==> config.mk <==
export PLATFORM = sky130hd
export DESIGN_NAME = spi_duplex_ctrl
export DESIGN_NICKNAME = d
export VERILOG_FILES = /design/src/rtl/spi_duplex_pkg.sv /design/src/rtl/spi_sync.sv /design/src/rtl/spi_sck_gen.sv /design/src/rtl/spi_rx_fifo.sv /design/src/rtl/spi_duplex_ctrl.sv
export SDC_FILE = /design/constraint.sdc
export NUM_CORES = 1
export LEC_CHECK = 0
export ABC_AREA = 1
export ABC_CLOCK_PERIOD_IN_PS = 3730
export BUFFER_PORTS_ARGS = -buffer_cell sky130_fd_sc_hd__buf_2
export CAP_MARGIN = 20
export CORE_UTILIZATION = 60
export DETAILED_ROUTE_END_ITERATION = 10
export PLACE_DENSITY = 0.92
export SETUP_SLACK_MARGIN = 0.4
export SYNTH_ARGS = -nofsm -noshare
export SYNTH_HDL_FRONTEND = slang
export SYNTH_SLANG_ARGS = --single-unit
export TNS_END_PERCENT = 20
==> constraint.sdc <==
create_clock -name clk -period 3.73 [get_ports clk]
set_input_delay 0.746 -clock clk [delete_from_list [all_inputs] [get_ports clk]]
set_output_delay 0.746 -clock clk [all_outputs]
set_load 0.01 [all_outputs]
==> src/rtl/spi_duplex_pkg.sv <==
package spi_duplex_pkg;
  localparam int unsigned CHAR_MAX = 9;
  localparam int unsigned CHAR_MIN = 8;

  typedef logic [CHAR_MAX-1:0] char_t;

  // keep only the bits that belong to the active character length
  function automatic char_t len_mask(input logic wide);
    return wide ? char_t'((1 << CHAR_MAX) - 1) : char_t'((1 << CHAR_MIN) - 1);
  endfunction
endpackage

==> src/rtl/spi_sync.sv <==
module spi_sync #(
  parameter int          W       = 1,
  parameter int          STAGES  = 2,
  parameter logic [W-1:0] RST_VAL = '0
) (
  input  logic         clk,
  input  logic         rst,
  input  logic [W-1:0] d,
  output logic [W-1:0] q
);
  logic [STAGES-1:0][W-1:0] pipe;

  always_ff @(posedge clk) begin
    if (rst) pipe <= {STAGES{RST_VAL}};
    else     pipe <= {pipe[STAGES-2:0], d};
  end

  assign q = pipe[STAGES-1];
endmodule

==> src/rtl/spi_sck_gen.sv <==
module spi_sck_gen #(
  parameter int BAUD_W = 8
) (
  input  logic              clk,
  input  logic              rst,
  input  logic              run,
  input  logic [BAUD_W-1:0] baud,
  output logic              sck,
  output logic              rise_evt,
  output logic              fall_evt
);
  logic [BAUD_W-1:0] cnt;
  logic              half_end;

  assign half_end = run && (cnt == baud);
  assign rise_evt = half_end && !sck;
  assign fall_evt = half_end && sck;

  always_ff @(posedge clk) begin
    if (rst || !run) begin
      cnt <= '0;
      sck <= 1'b0;
    end else if (half_end) begin
      cnt <= '0;
      sck <= ~sck;
    end else begin
      cnt <= cnt + 1'b1;
    end
  end
endmodule

==> src/rtl/spi_rx_fifo.sv <==
module spi_rx_fifo #(
  parameter  int W     = 9,
  parameter  int DEPTH = 2,
  localparam int PTR_W = (DEPTH > 1) ? $clog2(DEPTH) : 1,
  localparam int LVL_W = $clog2(DEPTH + 1)
) (
  input  logic             clk,
  input  logic             rst,
  input  logic             push,
  input  logic [W-1:0]     wdata,
  input  logic             pop,
  output logic [W-1:0]     rdata,
  output logic             empty,
  output logic             full,
  output logic [LVL_W-1:0] level
);
  logic [W-1:0]     mem [DEPTH];
  logic [PTR_W-1:0] wr_ptr, rd_ptr;
  logic             do_push, do_pop;

  function automatic logic [PTR_W-1:0] step(input logic [PTR_W-1:0] p);
    return (p == PTR_W'(DEPTH - 1)) ? '0 : p + 1'b1;
  endfunction

  assign empty   = (level == '0);
  assign full    = (level == LVL_W'(DEPTH));
  assign do_pop  = pop && !empty;
  assign do_push = push && (!full || do_pop);
  assign rdata   = mem[rd_ptr];

  always_ff @(posedge clk) begin
    if (do_push) mem[wr_ptr] <= wdata;
  end

  always_ff @(posedge clk) begin
    if (rst) begin
      wr_ptr <= '0;
      rd_ptr <= '0;
      level  <= '0;
    end else begin
      if (do_push) wr_ptr <= step(wr_ptr);
      if (do_pop)  rd_ptr <= step(rd_ptr);
      case ({do_push, do_pop})
        2'b10:   level <= level + 1'b1;
        2'b01:   level <= level - 1'b1;
        default: level <= level;
      endcase
    end
  end
endmodule

==> src/rtl/spi_duplex_ctrl.sv <==
module spi_duplex_ctrl
  import spi_duplex_pkg::*;
#(
  parameter int BAUD_W      = 8,
  parameter int RX_DEPTH    = 2,
  parameter int SYNC_STAGES = 2
) (
  input  logic              clk,
  input  logic              rst,
  input  logic              mode_host,
  input  logic              sel_hw_en,
  input  logic              char9,
  input  logic              rx_en,
  input  logic [BAUD_W-1:0] baud,
  input  logic [8:0]        tx_data,
  input  logic              tx_wr,
  output logic [8:0]        rx_data,
  input  logic              rx_rd,
  input  logic              ovf_clr,
  output logic              flag_txe,
  output logic              flag_rxc,
  output logic              flag_txc,
  output logic              flag_ovf,
  input  logic              sck_i,
  output logic              sck_o,
  output logic              sck_oe,
  input  logic              mosi_i,
  output logic              mosi_o,
  output logic              mosi_oe,
  input  logic              miso_i,
  output logic              miso_o,
  output logic              miso_oe,
  input  logic              ss_i,
  output logic              ss_o,
  output logic              ss_oe
);
  localparam int CNT_W = $clog2(CHAR_MAX);
  localparam int LVL_W = $clog2(RX_DEPTH + 1);

  // holding register
  char_t txb;
  logic  txb_vld, wr_ok, take;

  // shift engine
  char_t            sh, load_val, rx_word, mask;
  logic             in_bit, busy, top_bit, in_pin;
  logic [CNT_W-1:0] bit_cnt, len_m1;
  logic             host_run, host_start, cl_start, cl_abort, load, char_done;
  logic             ev_rise, ev_fall;

  // host clock
  logic gen_sck, g_rise, g_fall;

  // client resync
  logic c_sck, c_ss, c_mosi, c_sck_d, c_rise, c_fall, c_sel;

  // receive path
  logic             push, fifo_empty, fifo_full, ovf_set;
  logic [LVL_W-1:0] rx_level;
  logic             txc_q, ovf_q;

  assign mask   = len_mask(char9);
  assign len_m1 = char9 ? CNT_W'(CHAR_MAX - 1) : CNT_W'(CHAR_MIN - 1);

  assign host_run = mode_host && busy;

  spi_sck_gen #(.BAUD_W(BAUD_W)) u_sck_gen (
    .clk      (clk),
    .rst      (rst),
    .run      (host_run),
    .baud     (baud),
    .sck      (gen_sck),
    .rise_evt (g_rise),
    .fall_evt (g_fall)
  );

  spi_sync #(.W(3), .STAGES(SYNC_STAGES), .RST_VAL(3'b010)) u_sync (
    .clk (clk),
    .rst (rst),
    .d   ({sck_i, ss_i, mosi_i}),
    .q   ({c_sck, c_ss, c_mosi})
  );

  always_ff @(posedge clk) begin
    if (rst) c_sck_d <= 1'b0;
    else     c_sck_d <= c_sck;
  end

  assign c_rise = c_sck && !c_sck_d;
  assign c_fall = !c_sck && c_sck_d;
  assign c_sel  = !c_ss;

  // one event source per role
  assign ev_rise = mode_host ? g_rise : (c_sel && busy && c_rise);
  assign ev_fall = mode_host ? g_fall : (c_sel && busy && c_fall);
  assign in_pin  = mode_host ? miso_i : c_mosi;

  assign char_done  = ev_fall && (bit_cnt == '0);
  assign host_start = mode_host && !busy && txb_vld;
  assign cl_start   = !mode_host && c_sel && !busy;
  assign cl_abort   = !mode_host && !c_sel;
  // host continues only with a held character, client always reloads
  assign load     = host_start || cl_start || (char_done && (txb_vld || !mode_host));
  assign take     = load && txb_vld;
  assign load_val = txb_vld ? txb : '0;
  assign rx_word  = {sh[CHAR_MAX-2:0], in_bit} & mask;
  assign top_bit  = char9 ? sh[CHAR_MAX-1] : sh[CHAR_MIN-1];

  always_ff @(posedge clk) begin
    if (rst) begin
      sh      <= '0;
      in_bit  <= 1'b0;
      bit_cnt <= '0;
      busy    <= 1'b0;
    end else if (cl_abort) begin
      busy    <= 1'b0;
      bit_cnt <= len_m1;
    end else begin
      if (ev_rise) in_bit <= rx_en ? in_pin : 1'b0;
      if (load) begin
        sh      <= load_val;
        bit_cnt <= len_m1;
        busy    <= 1'b1;
      end else if (char_done) begin
        busy    <= 1'b0;
      end else if (ev_fall) begin
        sh      <= {sh[CHAR_MAX-2:0], in_bit};
        bit_cnt <= bit_cnt - 1'b1;
      end
    end
  end

  // transmit holding register
  assign wr_ok = tx_wr && !txb_vld;

  always_ff @(posedge clk) begin
    if (rst) begin
      txb     <= '0;
      txb_vld <= 1'b0;
    end else if (wr_ok) begin
      txb     <= tx_data;
      txb_vld <= 1'b1;
    end else if (take) begin
      txb_vld <= 1'b0;
    end
  end

  // receive FIFO
  assign push    = char_done && rx_en;
  assign ovf_set = push && fifo_full && !rx_rd;

  spi_rx_fifo #(.W(CHAR_MAX), .DEPTH(RX_DEPTH)) u_rx_fifo (
    .clk   (clk),
    .rst   (rst),
    .push  (push),
    .wdata (rx_word),
    .pop   (rx_rd),
    .rdata (rx_data),
    .empty (fifo_empty),
    .full  (fifo_full),
    .level (rx_level)
  );

  always_ff @(posedge clk) begin
    if (rst) begin
      txc_q <= 1'b0;
      ovf_q <= 1'b0;
    end else begin
      if (wr_ok)                      txc_q <= 1'b0;
      else if (char_done && !txb_vld) txc_q <= 1'b1;
      if (ovf_set)                    ovf_q <= 1'b1;
      else if (ovf_clr)               ovf_q <= 1'b0;
    end
  end

  assign flag_txe = !txb_vld;
  assign flag_rxc = !fifo_empty;
  assign flag_txc = txc_q;
  assign flag_ovf = ovf_q;

  // pad directions by role
  assign sck_o   = gen_sck;
  assign sck_oe  = mode_host;
  assign mosi_o  = top_bit;
  assign mosi_oe = mode_host;
  assign miso_o  = top_bit;
  assign miso_oe = !mode_host;
  assign ss_o    = !host_run;
  assign ss_oe   = mode_host && sel_hw_en;
endmodule

After elaboration in Yosys (flattened, before gate mapping)

Memories as Yosys holds them, arrays and structs flattened. A register that Yosys moved wholly into a read port is not among the register bits.
Cells that the tools add are included.
Widths: inputs -> output; s select.

$add $sub $neg: 6
Bitwise operators: 3
Reduce and logical (&&, ||, !) cells: 55
Eq/ne operators: 6
Muxes and demuxes: 28

Operators with widths:

| kind                | number |
|---|---|
| $mux 9              | 5 |
| $logic_and 1x1->1   | 25 |
| $mux 4              | 5 |
| $mux 1              | 17 |
| $logic_not 1->1     | 11 |
| $reduce_bool 2->1   | 5 |
| $and 9x9->9         | 1 |
| $add 8x1->8 const B | 1 |
| $eq 8x8->1          | 1 |
| $reduce_or 2->1     | 3 |
| $logic_or 1x1->1    | 5 |
| $eq 2x2->1 const B  | 2 |
| $logic_not 4->1     | 1 |
| $pmux 2 s2          | 1 |
| $reduce_and 2->1    | 2 |
| $sub 4x1->4 const B | 1 |
| $ne 3x3->1 const B  | 1 |
| $reduce_and 3->1    | 1 |
| $reduce_bool 3->1   | 1 |
| $add 1x1->1 const B | 2 |
| $add 2x1->2 const B | 1 |
| $eq 2x1->1 const B  | 1 |
| $logic_not 2->1     | 1 |
| $ne 2x2->1 const B  | 1 |
| 2 further kinds     | 3 |

Memories: 1
Flip-flop bits (word level): 47
Output and inout bits: 21
Logic and storage cells: 115
RAM bits: 18

Memories:

| memory        | depth | bits a word | rd ports | clocked after memory_dff | wr ports | RTL line          | RTL |
|---|---|---|---|---|---|---|---|
| u_rx_fifo.mem | 2     | 9           | 1        | 1                        | 1        | spi_rx_fifo.sv:17 | `logic [W-1:0] mem [DEPTH];` |

Depth between registers and ports, before layout

Word-level depth: 10
Gate-level depth with buffers: 17
Gate-level depth less buffers: 17

Hierarchy

A second synthesis with hierarchy kept.

Cell total of the unflattened synthesis: 391
Area total of the unflattened synthesis: 3,136.8 um2

Modules (own cells, without submodules):

| module          | area each (um2) | times used | cells each |
|---|---|---|---|
| spi_duplex_ctrl | 1,512.7         | 1          | 221 |
| spi_rx_fifo     | 912.1           | 1          | 67 |
| spi_sck_gen     | 520.5           | 1          | 81 |
| spi_sync        | 191.4           | 1          | 22 |

Least setup slack after synthesis

Ideal clock, no wire load.

Kind: in2reg
Start: input mode_host
End: memory u_rx_fifo.mem[0][0], enable pin
Arrival time: 2,118 ps
Slack: 1,238 ps
Cell stages on the path: 11
Cells stage by stage: buf_6 -> nand2_4 -> a21oi_2 -> nand3_1 -> nor2_2 -> nand3_2 -> nand2_4 -> nand2_4 -> nor2_1 -> nand2_1 -> nor2_1

Longest elaborated chain between the ends: 9

Ends and longest elaborated chain:

| what                           | RTL line               | RTL |
|---|---|---|
| start: declaration             | spi_duplex_ctrl.sv:10  | `input logic mode_host,` |
| $logic_and 1x1->1              | spi_duplex_ctrl.sv:65  | `assign host_run = mode_host && busy;` |
| $logic_and 1x1->1              | spi_sck_gen.sv:15      | `assign half_end = run && (cnt == baud);` |
| $logic_and 1x1->1              | spi_sck_gen.sv:17      | `assign fall_evt = half_end && sck;` |
| $mux 1 *                       | spi_duplex_ctrl.sv:95  | `assign ev_fall = mode_host ? g_fall : (c_sel && busy && c_fall);` |
| $logic_and 1x1->1 *            | spi_duplex_ctrl.sv:98  | `assign char_done = ev_fall && (bit_cnt == '0);` |
| $logic_and 1x1->1 *            | spi_duplex_ctrl.sv:149 | `assign push = char_done && rx_en;` |
| $logic_and 1x1->1 *            | spi_rx_fifo.sv:28      | `assign do_push = push && (!full \|\| do_pop);` |
| $mux 1 *                       | spi_rx_fifo.sv:32      | `if (do_push) mem[wr_ptr] <= wdata;` |
| $mux 1 (not written as such) * | spi_rx_fifo.sv:32      |  |
| end: declaration               | spi_rx_fifo.sv:17      |  |

Mark *: on every way between the ends. The rest lies on a longest branch, timed or not.

Worst setup path in the final report

Start: input mode_host
End: memory u_rx_fifo.mem[0][7], enable pin

Same word-level chain as after synthesis.

==> out/metrics.cfg <==
[power_and_ir_drop]
p_sw_share_pct=24.7
internal_power_mw=1.12
p_comb_share_pct=9.6
ir_drop_mv=0.289
p_leak_nw=1.56
power.density_mw_per_mm2=439
power_frac_seq_pct=52.6
power.switching_mw=0.370
p_clk_share_pct=37.8

[status]
status=complete, no violations

[logic_synthesis]
synthMuxAreaShare_pct=3.42
ys_types=30
ys_seq_area_share_pct=50.7
synth_common_cells=74 x nor2_1, 63 x nand2_1, 48 x dfxtp_1, 41 x inv_1, 29 x o21ai_0
netlist_area_mm2=0.00296
yosys.area_share.simple_pct=26.6
synthArstFlopShare_pct=0
synth_compound_area_share_pct=7.85
yosys.area.top_type=dfxtp_1
synth_seq_cells=66
syn_avg_cell_area_um2=8.17
synth_edf_count=18
synth.most_common_cell=nor2_1
yosys_warnings=0
synth_fp_nets=397
synth_top_area_share_pct=32.4
yosys-top-cells-area=dfxtp_1 32%, edfxtp_1 18%, nor2_1 9.4%
synth_fa_ha_area_share_pct=1.69
netlist_instances=363
synth_flop_cell=dfxtp_1
yosys.area_share.xor_xnor_pct=1.48
synth_top_family_by_area=simple AND/OR/NAND/NOR gates

[routing]
drc=0
ant_nets=0
finalWirelength_um=5630
routedWlPerCell_um=11.7
vias=2411
drt-pass1-iter-count=4
routed_via_density=4.99
drt_iter0_markers=159

[die]
num_rows=25
die_x_um=72.3
ios=51
start_util_pct=62.8
core_mm2=0.00472
dieArea_mm2=0.00523
die_h_um=72.3

[setup_path]
startpoint_type=input pin
slowest_delay_ns=0.61
critical_path_class=input pin to flip-flop
cp_num_buf_inv=1
cp_common_cell=nand2_4
critPathArrivalTime_ns=2.49
worstPathCellList=buf_2 -> nand2_4 -> a21oi_2 -> nand3_1 -> nor2_2 -> nand3_2 -> nand2_4 -> nand2_4 -> nor2_1 -> nand2_1 -> nor2_1
path_max_fanout=10
required_ns=3.70
crit_family=simple AND/OR/NAND/NOR gates
critPathCaptureType=flip-flop
crit_path_top_delay_cell=nor2_1

[clocking]
htree_levels=3
clock_path_buffers=2
clk_pin_slew_worst_paths_ns=0.07
clk_latency_ns=0.34
numCtsBuffers=9
cts_resized=0
cts_root_buffer=clkbuf_8
cts_setup_buffers=0
cts_tree=yes
hold_buffers=0
clock-sinks=66

[global_routing]
grt_pass1_wl_um=9600
grt_max_degree=30
grt_usage_pct=24.1
grt_overflow=0
grt_pass1_vias=2303
grt_antenna_before_repair=0

[sta]
maxSlewHeadroom_pct=49.0
rsz0062_at_grt=no
slew_viol_final=0
fin_skew_ns=0.00727
finalHoldViolations=0
period_minus_slack_ns=2.53
tightestPinTransition_ns=0.763
fmax_mhz=396
fin_crit_sh_pct=67.8
worst_slack_ns=1.20
setup_tns_ns=0
finalSetupViolCount=0

[cells_and_area]
antenna_cells=0
fin_nets=445
final_cells=483
drive_above_1_share_pct=21.4
fill_cells=354
syn2layout_area_growth_pct=14.7

[placement]
io_buffers=50
dp_slack_ns=0.847
hpwl_um=4060
gp_congestion=0.854
dpl.cell_count=467

[run]
max_cap_violations=0

[min_path]
hold_class=flip-flop to flip-flop

==> final timing paths <==
path,end,slack [ns],cells after the start,start
setup / recovery,u_rx_fifo.mem[0][7],1.20,11,mode_host
hold / removal,u_sync.q[1],0.41,1,u_sync.pipe[1]
hold reg to reg,u_sync.q[1],0.41,1,u_sync.pipe[1]
setup reg to reg,u_rx_fifo.mem[0][7],1.38,10,busy
==> power by group through the flow <==
stage / Clock, mW / Sequential, mW / Combinational [mW]
4_1_cts: 0.572 / 0.785 / 0.142
3_3_place_gp: 0 / 0.800 / 0.137
3_5_place_dp: 0 / 0.801 / 0.141
5_1_grt: 0.600 / 0.789 / 0.165
6_report: 0.565 / 0.786 / 0.143
2_1_floorplan: 0 / 0.793 / 0.111
==> registers in the layout (all words and copies together), names as in the netlist, 2 cells and up, named ones only <==
signal,flops
u_sync.pipe,3
sh,9
u_rx_fifo.level,2
u_rx_fifo.mem,18
txb,9
u_sync.q,3
bit_cnt,4
u_sck_gen.cnt,8
==> metal layers <==
metal  part of all wire [%]  up-vias  GRT usage, %
li1                       -     1249             -
met1                     44     1084          28.4
met2                     50       67          42.3
met3                    4.4       11          5.28
met4                    2.0        0          10.2
met5                      0        -             0
==> cells by family (layout without fill, tap and decap cells) <==
logic type | after synthesis | count (layout)
xor+xnor | 5 | 5
mux | 9 | 9
flops | 66 | 66
fa+ha+maj | 4 | 4
simple gates | 179 | 179
buf+inv | 56 | 109
compound gates | 44 | 44
==> cell type report <==
type                    instances  area [um^2]  share of cell area (%)
clock buffers                  11          131                    3.86
clock inverters                 5         55.1                    1.62
inverters                      43          161                    4.75
multi-input cells             241         1220                    35.8
flip-flops and latches         66         1500                    44.2
well taps                      67         83.8                    2.47
repair buffers                 50          250                    7.36
==> cell usage in the layout, fill, tap and decap left out <==
cell type / n
inv_1: 41
o21ai_0: 29
nand4_1: 4
nand3_1: 19
nor2_2: 1
bufinv_16: 1
clkbuf_1: 2
clkinvlp_4: 2
nand2_4: 6
ha_1: 4
clkinv_2: 2
a21oi_1: 11
nor4_1: 1
nor2_1: 74
xor2_1: 4
edfxtp_1: 18
nand2_1: 63
mux2_2: 9
inv_2: 1
clkinv_1: 1
or2_2: 4
o31ai_1: 1
xnor2_1: 1
clkbuf_8: 9
buf_2: 50
dfxtp_1: 48
nor3_1: 3
a21oi_2: 2
nor3b_1: 2
nand3_2: 2
a21boi_0: 1
==> metrics by stage <==
stage / utilization, % / cell area [um^2] / hold WS (ns) / total power [mW]
finish: 72.0 / 3400 / 0.408 / 1.49
global route: 72.0 / 3400 / 0.417 / 1.55
CTS: 72.0 / 3400 / 0.409 / 1.50
detailed placement: 68.1 / 3210 / 0.393 / 0.941
global placement: 68.1 / 3210 / 0.391 / 0.936
floorplan: - / 2960 / 0.388 / 0.904
No activity file was read; power rests on OpenSTA's default activity.
